## config.mk

```make
export PLATFORM = sky130hd
export DESIGN_NAME = addr_age_ctrl
export DESIGN_NICKNAME = d
export VERILOG_FILES = /design/src/rtl/addr_age_pkg.sv /design/src/rtl/age_link_edge.sv /design/src/rtl/age_interval_ctr.sv /design/src/rtl/age_sched_fsm.sv /design/src/rtl/addr_age_ctrl.sv
export SDC_FILE = /design/constraint.sdc
export NUM_CORES = 1
export LEC_CHECK = 0
export ABC_AREA = 1
export BUFFER_PORTS_ARGS = -buffer_cell sky130_fd_sc_hd__buf_2
export CAP_MARGIN = 25
export CORE_UTILIZATION = 62
export CTS_CLUSTER_SIZE = 24
export DETAILED_ROUTE_END_ITERATION = 8
export PLACE_DENSITY = 0.78
export SETUP_SLACK_MARGIN = 0.15
export SYNTH_ARGS = -nofsm -noshare
export SYNTH_HDL_FRONTEND = slang
export SYNTH_HIERARCHICAL = 1
export SYNTH_SLANG_ARGS = --single-unit
export TNS_END_PERCENT = 1
```

## constraint.sdc

```tcl
create_clock -name clk -period 2.3 [get_ports clk]
set_input_delay 0.345 -clock clk [delete_from_list [all_inputs] [get_ports clk]]
set_output_delay 0.345 -clock clk [all_outputs]
set_load 0.005 [all_outputs]
```

## src/rtl/addr_age_pkg.sv

```systemverilog
// Package: shared types for the address aging controller.
// Assumes: nothing beyond standard SystemVerilog.
package addr_age_pkg;

    // Aging schedule mode: long interval or accelerated burst.
    typedef enum logic [0:0] {
        MODE_SLOW = 1'b0,
        MODE_FAST = 1'b1
    } age_mode_e;

endpackage

```

## src/rtl/age_link_edge.sv

```systemverilog
// Module: age_link_edge
// Synchronizes each port's asynchronous link status through two flops and
// flags the cycle in which the synchronized level falls from 1 to 0.
// Assumes: link inputs are slow level signals; the reset state of 0 means a
// port that is up at reset produces only a rising edge, never a false event.
module age_link_edge #(
    parameter int unsigned NUM_PORTS = 3
) (
    input  logic                 clk,
    input  logic                 rst_n,
    input  logic [NUM_PORTS-1:0] link_up_i,
    output logic [NUM_PORTS-1:0] link_fall_o
);

    for (genvar p = 0; p < NUM_PORTS; p++) begin : g_port
        logic meta_q;
        logic sync_q;
        logic prev_q;

        // Two-flop synchronizer plus one stage of history for edge detection.
        always_ff @(posedge clk) begin
            if (!rst_n) begin
                meta_q <= 1'b0;
                sync_q <= 1'b0;
                prev_q <= 1'b0;
            end else begin
                meta_q <= link_up_i[p];
                sync_q <= meta_q;
                prev_q <= sync_q;
            end
        end

        // Falling edge of the synchronized level.
        assign link_fall_o[p] = prev_q & ~sync_q;

        AST_FALL_SINGLE: assert property (@(posedge clk) disable iff (!rst_n)
            link_fall_o[p] |=> !link_fall_o[p]);

        AST_FALL_FROM_LOW_INPUT: assert property (@(posedge clk) disable iff (!rst_n)
            link_fall_o[p] |-> $past(!link_up_i[p], 2));
    end

endmodule

```

## src/rtl/age_interval_ctr.sv

```systemverilog
// Module: age_interval_ctr
// Down-counter of timebase strobes shared by the slow and fast schedules.
// It signals expiry on the strobe that finds it at zero. A load
// overrides counting in the same cycle.
// Assumes: the owner reloads it on every expiry; without a load it holds at 0.
module age_interval_ctr #(
    parameter int unsigned CW        = 8,
    parameter int unsigned RESET_VAL = 0,
    parameter int unsigned MAX_VAL   = 255
) (
    input  logic          clk,
    input  logic          rst_n,
    input  logic          strobe_i,
    input  logic          load_i,
    input  logic [CW-1:0] load_val_i,
    output logic          expire_o
);

    logic [CW-1:0] cnt_q;

    // Load has priority; otherwise count strobes down to zero.
    always_ff @(posedge clk) begin
        if (!rst_n) begin
            cnt_q <= CW'(RESET_VAL);
        end else if (load_i) begin
            cnt_q <= load_val_i;
        end else if (strobe_i && (cnt_q != '0)) begin
            cnt_q <= cnt_q - 1'b1;
        end
    end

    // Expiry is the strobe that arrives with nothing left to count.
    assign expire_o = strobe_i && (cnt_q == '0);

    AST_CNT_WITHIN_SPAN: assert property (@(posedge clk) disable iff (!rst_n)
        cnt_q <= CW'(MAX_VAL));

    AST_CNT_IDLE_HOLDS: assert property (@(posedge clk) disable iff (!rst_n)
        (!load_i && !strobe_i) |=> $stable(cnt_q));

endmodule

```

## src/rtl/age_sched_fsm.sv

```systemverilog
// Module: age_sched_fsm
// Chooses between the slow interval and the accelerated burst. It drives
// the reload of the interval counter and registers the tick and flush
// pulses, with flush winning over a tick due in the same cycle.
// Assumes: link_fall_i is already synchronized and one cycle per event.
module age_sched_fsm
    import addr_age_pkg::*;
#(
    parameter int unsigned NUM_PORTS    = 3,
    parameter int unsigned CW           = 8,
    parameter int unsigned NORM_STROBES = 200,
    parameter int unsigned FAST_GAP     = 10,
    parameter int unsigned FAST_TICKS   = 4
) (
    input  logic                 clk,
    input  logic                 rst_n,
    input  logic                 fast_age_en_i,
    input  logic                 tb_strobe_i,
    input  logic [NUM_PORTS-1:0] link_fall_i,
    input  logic                 expire_i,
    output logic                 load_o,
    output logic [CW-1:0]        load_val_o,
    output logic                 age_tick_o,
    output logic                 age_active_o,
    output logic                 flush_all_o
);

    localparam int unsigned LW       = $clog2(FAST_TICKS + 1);
    localparam logic [CW-1:0] SLOW_RELOAD = CW'(NORM_STROBES - 1);
    localparam logic [CW-1:0] FAST_RELOAD = CW'(FAST_GAP - 1);

    age_mode_e     mode_q, mode_n;
    logic [LW-1:0] left_q, left_n;
    logic          tick_due;
    logic          any_fall;

    assign any_fall = |link_fall_i;

    // Next-state, counter reload and tick decision for the current mode.
    always_comb begin
        mode_n     = mode_q;
        left_n     = left_q;
        load_o     = 1'b0;
        load_val_o = SLOW_RELOAD;
        tick_due   = 1'b0;
        case (mode_q)
            MODE_SLOW: begin
                if (any_fall && fast_age_en_i) begin
                    mode_n     = MODE_FAST;
                    left_n     = LW'(FAST_TICKS - 1);
                    load_o     = 1'b1;
                    load_val_o = FAST_RELOAD;
                end else if (expire_i) begin
                    tick_due   = 1'b1;
                    load_o     = 1'b1;
                    load_val_o = SLOW_RELOAD;
                end
            end
            MODE_FAST: begin
                if (expire_i) begin
                    tick_due = 1'b1;
                    load_o   = 1'b1;
                    if (left_q == '0) begin
                        mode_n     = MODE_SLOW;
                        load_val_o = SLOW_RELOAD;
                    end else begin
                        left_n     = left_q - 1'b1;
                        load_val_o = FAST_RELOAD;
                    end
                end
            end
            default: mode_n = MODE_SLOW;
        endcase
    end

    // State and registered output pulses; flush suppresses a coincident tick.
    always_ff @(posedge clk) begin
        if (!rst_n) begin
            mode_q      <= MODE_SLOW;
            left_q      <= '0;
            age_tick_o  <= 1'b0;
            flush_all_o <= 1'b0;
        end else begin
            mode_q      <= mode_n;
            left_q      <= left_n;
            age_tick_o  <= tick_due & ~any_fall;
            flush_all_o <= any_fall;
        end
    end

    assign age_active_o = (mode_q == MODE_FAST);

    AST_TICK_AFTER_STROBE: assert property (@(posedge clk) disable iff (!rst_n)
        age_tick_o |-> $past(tb_strobe_i));

    AST_FLUSH_OVER_TICK: assert property (@(posedge clk) disable iff (!rst_n)
        flush_all_o |-> !age_tick_o);

    AST_FAST_ENTRY: assert property (@(posedge clk) disable iff (!rst_n)
        $rose(age_active_o) |-> (flush_all_o && $past(fast_age_en_i)));

    AST_FAST_EXIT: assert property (@(posedge clk) disable iff (!rst_n)
        $fell(age_active_o) |-> $past(expire_i));

    AST_NO_RESTART: assert property (@(posedge clk) disable iff (!rst_n)
        (age_active_o && !expire_i) |=> $stable(left_q));

endmodule

```

## src/rtl/addr_age_ctrl.sv

```systemverilog
// Module: addr_age_ctrl (top)
// Aging schedule for a learned-address table: slow periodic ticks, one
// accelerated burst on link loss when enabled, and a flush on any unplug.
// Assumes: tb_strobe_i is a one-cycle strobe at a fixed rate (default
// constants take one strobe per microsecond); reset is synchronous.
module addr_age_ctrl #(
    parameter int unsigned NUM_PORTS    = 3,
    parameter int unsigned NORM_STROBES = 200_000_000,
    parameter int unsigned FAST_GAP     = 100,
    parameter int unsigned FAST_TICKS   = 4
) (
    input  logic                 clk,
    input  logic                 rst_n,
    input  logic [NUM_PORTS-1:0] link_up_i,
    input  logic                 fast_age_en_i,
    input  logic                 tb_strobe_i,
    output logic                 age_tick_o,
    output logic                 age_active_o,
    output logic                 flush_all_o
);

    localparam int unsigned LONGEST = (NORM_STROBES > FAST_GAP) ? NORM_STROBES : FAST_GAP;
    localparam int unsigned CW      = $clog2(LONGEST + 1);

    logic [NUM_PORTS-1:0] link_fall;
    logic                 expire;
    logic                 ctr_load;
    logic [CW-1:0]        ctr_load_val;

    age_link_edge #(
        .NUM_PORTS (NUM_PORTS)
    ) u_link_edge (
        .clk         (clk),
        .rst_n       (rst_n),
        .link_up_i   (link_up_i),
        .link_fall_o (link_fall)
    );

    age_interval_ctr #(
        .CW        (CW),
        .RESET_VAL (NORM_STROBES - 1),
        .MAX_VAL   (LONGEST - 1)
    ) u_interval (
        .clk        (clk),
        .rst_n      (rst_n),
        .strobe_i   (tb_strobe_i),
        .load_i     (ctr_load),
        .load_val_i (ctr_load_val),
        .expire_o   (expire)
    );

    age_sched_fsm #(
        .NUM_PORTS    (NUM_PORTS),
        .CW           (CW),
        .NORM_STROBES (NORM_STROBES),
        .FAST_GAP     (FAST_GAP),
        .FAST_TICKS   (FAST_TICKS)
    ) u_sched (
        .clk           (clk),
        .rst_n         (rst_n),
        .fast_age_en_i (fast_age_en_i),
        .tb_strobe_i   (tb_strobe_i),
        .link_fall_i   (link_fall),
        .expire_i      (expire),
        .load_o        (ctr_load),
        .load_val_o    (ctr_load_val),
        .age_tick_o    (age_tick_o),
        .age_active_o  (age_active_o),
        .flush_all_o   (flush_all_o)
    );

    AST_RESET_QUIET: assert property (@(posedge clk)
        !rst_n |=> (!age_tick_o && !flush_all_o && !age_active_o));

endmodule

```

After elaboration in Yosys (flattened, before gate mapping):

Cells that the tools add are included.

* register bits after elaboration: 43
* input bits: 7
* output and inout bits: 3
* word-level logic and storage cells: 56

* add/sub/neg operators: 2
* equality and inequality tests: 3
* multiplexer cells: 19
* bitwise gates (word level): 9
* reductions and logical operators: 9

Operators by type and width (number)
* 2-to-1 mux 28 bit: 5
* one-hot mux 28 bit (2 select lines): 1
* logical NOT 28 bit: 1
* nonzero test 28 bit: 1
* subtractor 28 x 1 -> 28 bit, second input constant: 1
* 2-to-1 mux 3 bit: 3
* 2-to-1 mux 1 bit: 6
* one-hot mux 1 bit (2 select lines): 3
* one-hot mux 3 bit (2 select lines): 1
* inverter 1 bit: 5
* bitwise AND 1 bit: 4
* != test 2 bit, second input constant: 2
* logical AND 1 bit: 3
* logical NOT 3 bit: 1
* AND reduction 3 bit: 1
* OR reduction 3 bit: 1
* subtractor 3 x 1 -> 3 bit, second input constant: 1
* != test 2 x 1 -> 1 bit, second input constant: 1
* nonzero test 2 bit: 1

Depth between registers and ports, before layout:

* depth in word-level cells: 7
* depth in mapped cells: 14
* depth with buffers taken out: 13

Hierarchy:

Netlist, hierarchy kept.

By module, submodules not included
* age_interval_ctr: times used 1, cells an instance 344, area each 2212.1 sq um, seq. area each 560.5 sq um
* age_sched_fsm: times used 1, cells an instance 72, area each 521.8 sq um, seq. area each 120.1 sq um
* age_link_edge: times used 1, cells an instance 34, area each 281.5 sq um, seq. area each 180.2 sq um

Worst setup path before layout:

OpenSTA, ideal clock, no wires.

* path kind: register -> register
* start point: register u_interval.cnt_q[0]
* end point: register u_interval.cnt_q[17]
* setup time: 0.060 ns
* arrival: 2.036 ns
* required time: 2.240 ns
* path slack: 0.204 ns
* stages on the path, launching flop included: 13
* buffers on the path: 2
* cell sequence: dfxtp_1 -> inv_1 -> ha_1 -> inv_1 -> nor4_1 -> nand4_1 -> nor3_1 -> inv_1 -> nand2_1 -> clkbuf_1 -> clkbuf_1 -> a21oi_1 -> nand3_2

* longest elaborated chain between the ends: 6
* elaborated cells between the ends (all ways): 13

Ends and longest elaborated chain
* start: declaration: line age_interval_ctr.sv:19 `logic [CW-1:0] cnt_q;`
* start signal: assignment: line age_interval_ctr.sv:24 `cnt_q <= CW'(RESET_VAL);`
* start signal: assignment: line age_interval_ctr.sv:26 `cnt_q <= load_val_i;`
* start signal: assignment: line age_interval_ctr.sv:28 `cnt_q <= cnt_q - 1'b1;`
* logical NOT 28 bit *: line age_interval_ctr.sv:33 `assign expire_o = strobe_i && (cnt_q == '0);`
* logical AND 1 bit *: line age_interval_ctr.sv:33
* via expire: line addr_age_ctrl.sv:26 `logic expire;`
* 2-to-1 mux 1 bit *: line age_sched_fsm.sv:53, age_sched_fsm.sv:60
* 2-to-1 mux 1 bit: line age_sched_fsm.sv:48 `if (any_fall && fast_age_en_i) begin`
* one-hot mux 1 bit (2 select lines) *: line age_sched_fsm.sv:46 `case (mode_q)`
* via ctr_load: line addr_age_ctrl.sv:27 `logic ctr_load;`
* 2-to-1 mux 28 bit or nonzero test 2 bit (tied branches)

The timed path passes the listed nets; every way through them passes the cells marked *. The select of a mux whose other input is x is not followed.
A chain may end at the register's enable or synchronous reset.

Final worst setup path:

* start point: register u_interval.cnt_q[13]
* end point: register u_interval.cnt_q[16]

The elaborated chain is that of the path after synthesis.

==> impl_metrics.env <==
export IMPL_yosys_area_top_type="dfxtp_1"
export IMPL_cp_arrival_ns=2.24
export IMPL_grt_usage_pct=29.1
export IMPL_preCtsSetupSlack_ns=-0.0819
export IMPL_finalClockSkew_ns=0.00651
export IMPL_drv_slew=0
export IMPL_final_area_um2=3280
export IMPL_fmax_mhz=486
export IMPL_ys_flop_type="dfxtp_1"
export IMPL_dpl_cell_area_um2=2960
export IMPL_netlist_instances=450
export IMPL_setup_viol=0
export IMPL_finalPower_mw=1.82
export IMPL_cellLeakagePower_nw=1.59
export IMPL_ios=10
export IMPL_worst_slack_ns=0.244
export IMPL_die_height_um=71.7
export IMPL_netlist_area_um2=3020
export IMPL_initial_core_util_pct=64.3
export IMPL_min_period_ns=2.06
export IMPL_crit_required_ns=2.48
export IMPL_htree_levels=2
export IMPL_path_clk_slew_ns=0.09
export IMPL_vias=2710
export IMPL_ctsRootBufferMaster="clkbuf_8"
export IMPL_remaining_drc_errors=0
export IMPL_first_iter_violations=208
export IMPL_startpoint_type="flip-flop"
export IMPL_synth_seq_area_share_pct=28.5
export IMPL_p_per_area_nw_per_um2=554
export IMPL_insertion_delay_ns=0.30
export IMPL_fp_dieW_um=71.7
export IMPL_rows=25
export IMPL_synth_warnings=6
export IMPL_crit_start="u_interval/cnt_q[13]"
export IMPL_hold_viol_final=0
export IMPL_syn_avg_cell_area_um2=6.70
export IMPL_cts_tree="yes"
export IMPL_drt_wl_total_mm=6.82
export IMPL_crit_fanout=16
export IMPL_ys_types=33
export IMPL_coreArea_um2=4690
export IMPL_firstDrtPassIters=4
export IMPL_grt_max_degree=30
export IMPL_grt_overflow=0
export IMPL_antenna_found_initial=0
export IMPL_cts_made_buffers=5
export IMPL_hp_class="input port to flip-flop"
export IMPL_synthTopCellsByCount="nand2_1 (100), nor2_1 (69), inv_1 (50)"
export IMPL_grt_setup_unrepaired="no"
export IMPL_synth_edff_count=0
export IMPL_ant_nets=0
export IMPL_crit_type="flip-flop to flip-flop"
export IMPL_outcome="completed"
export IMPL_cap_violations=0
export IMPL_async_reset_ff_share_pct=0
export IMPL_holdWs_ns=0.220
export IMPL_placed_cells=496
export IMPL_synth_top_area_share_pct=28.5
export IMPL_ir_worst_vdd_mv=0.345
export IMPL_fin_crit_sh_pct=89.4
export IMPL_drive_above_1_share_pct=25.5
export IMPL_min_delay_start="link_up_i[2]"
export IMPL_grt_pass1_wl_mm=11.8
export IMPL_worst_r2r_startpoint="u_interval/cnt_q[13]"
export IMPL_clockBufferDepth=2
export IMPL_design_final_nets=473
export IMPL_synth_most_common_cell="nand2_1"
export IMPL_synth_area_leaders="dfxtp_1 (29%), nand2_1 (12%), nor2_1 (8.6%)"
export IMPL_diodes=0
export IMPL_dp_hpwl_mm=4.70
export IMPL_synth_seq_cells=43
export IMPL_dieArea_um2=5150
export IMPL_final_util_pct=69.9
export IMPL_avgViaCountPerCell=5.24
export IMPL_grt_pass1_vias=2652
export IMPL_fill_cells=393
export IMPL_layout_cells_non_filler=517
export IMPL_cts_sinks=43
export IMPL_avgRoutedWirePerCell_um=13.2
export IMPL_final_setup_tns_ns=0
export IMPL_crit_path_end_kind="flip-flop"
export IMPL_area_growth_synth_to_final_pct=8.76
export IMPL_globalplace_congestion=0.878
export IMPL_port_buffers=9
[critical path, cell delays in order, from the launching register on]
cell and delay, ns:
dfxtp_2 0.36, nor2_4 0.14, nand3_1 0.10, nor2_2 0.14, nand2_1 0.09, nor3_2 0.22, inv_2 0.10, nand2_4 0.08
clkinvlp_4 0.23, nand3_4 0.18, inv_6 0.10, o21ai_0 0.10, nand3_1 0.09
[layer usage]
| layer | track usage, % | part of all wire [%] | wire length, um | vias up |
|---|---|---|---|---|
| met3 | 5.34 | 5.0 | 342 | 15 |
| met4 | 9.59 | 2.3 | 157 | 0 |
| li1 | - | - | - | 1382 |
| met2 | 51.5 | 48 | 3300 | 81 |
| met5 | 0 | 0 | 0 | - |
| met1 | 35.5 | 44 | 3020 | 1232 |
[logic make-up (layout without fill, tap and decap cells)]
family | count (synthesis) | in the layout | share of synthesized area [%]
and+or+nand+nor | 248 | 248 | 39.8
buffers and inverters | 97 | 100 | 17.1
DFF | 43 | 43 | 28.5
AOI/OAI and AO/OA | 42 | 42 | 8.59
xor gates and xnor gates | 14 | 14 | 4.07
adders and majority gates | 4 | 4 | 1.66
other | 2 | 12 | 0.249
[worst paths after layout]
kind / endpoint / slack, ns / depth (start not counted)
setup reg to reg: u_interval/cnt_q[16] / 0.24 / 12
hold reg to reg: u_link_edge/g_port[1].sync_q / 0.42 / 2
hold / removal: u_link_edge/g_port[2].meta_q / 0.22 / 3
setup / recovery: u_interval/cnt_q[16] / 0.24 / 12
[state kept, by name (all words and copies together) (netlist names)]
signal                     count
u_sched/flush_all_o            1
u_sched/age_tick_o             1
u_link_edge/g_port.prev_q      3
u_sched/left_q                 3
u_interval/cnt_q              28
u_link_edge/g_port.sync_q      3
u_sched/age_active_o           1
u_link_edge/g_port.meta_q      3
[layout by cell type, fill, tap and decap left out, types with 4 or more instances in the layout]
cell | synthesis | routed
a21oi_1 | 24 | 24
nor2_4 | 5 | 6
o21ai_0 | 8 | 7
nand2_1 | 100 | 99
nand3_2 | 12 | 12
dfxtp_1 | 43 | 41
conb_1 | 2 | 12
nand3_1 | 24 | 23
clkbuf_8 | 0 | 5
nor2_2 | 4 | 9
nor2_1 | 69 | 63
inv_1 | 50 | 45
inv_2 | 8 | 11
nor3_1 | 5 | 4
nand2_2 | 18 | 18
nand4_1 | 5 | 5
o211ai_2 | 6 | 6
buf_2 | 0 | 9
xor2_1 | 12 | 12
buf_4 | 27 | 19
[final cells by class]
type | count | area, um^2 | share of cell area (%)
multi-input combinational | 320 | 1750 | 53.3
sequential | 43 | 863 | 26.3
timing repair buffer | 32 | 241 | 7.36
inverter | 60 | 241 | 7.36
clock buffer | 5 | 68.8 | 2.10
tap | 54 | 67.6 | 2.06
clock inverter | 3 | 47.5 | 1.45
[power breakdown]
group | switching, mW | internal (mW)
Sequential | 0.0488 | 0.794
Combinational | 0.223 | 0.134
Clock | 0.289 | 0.330
Total | 0.560 | 1.26
[timing repair]
item                                    CTS  global route
pin swaps                                 8             5
resized for setup                        22             9
hold buffers                              0             0
endpoints found under the setup margin   28            28
setup buffers                            10             3
Power figures use the tool's default switching activity.
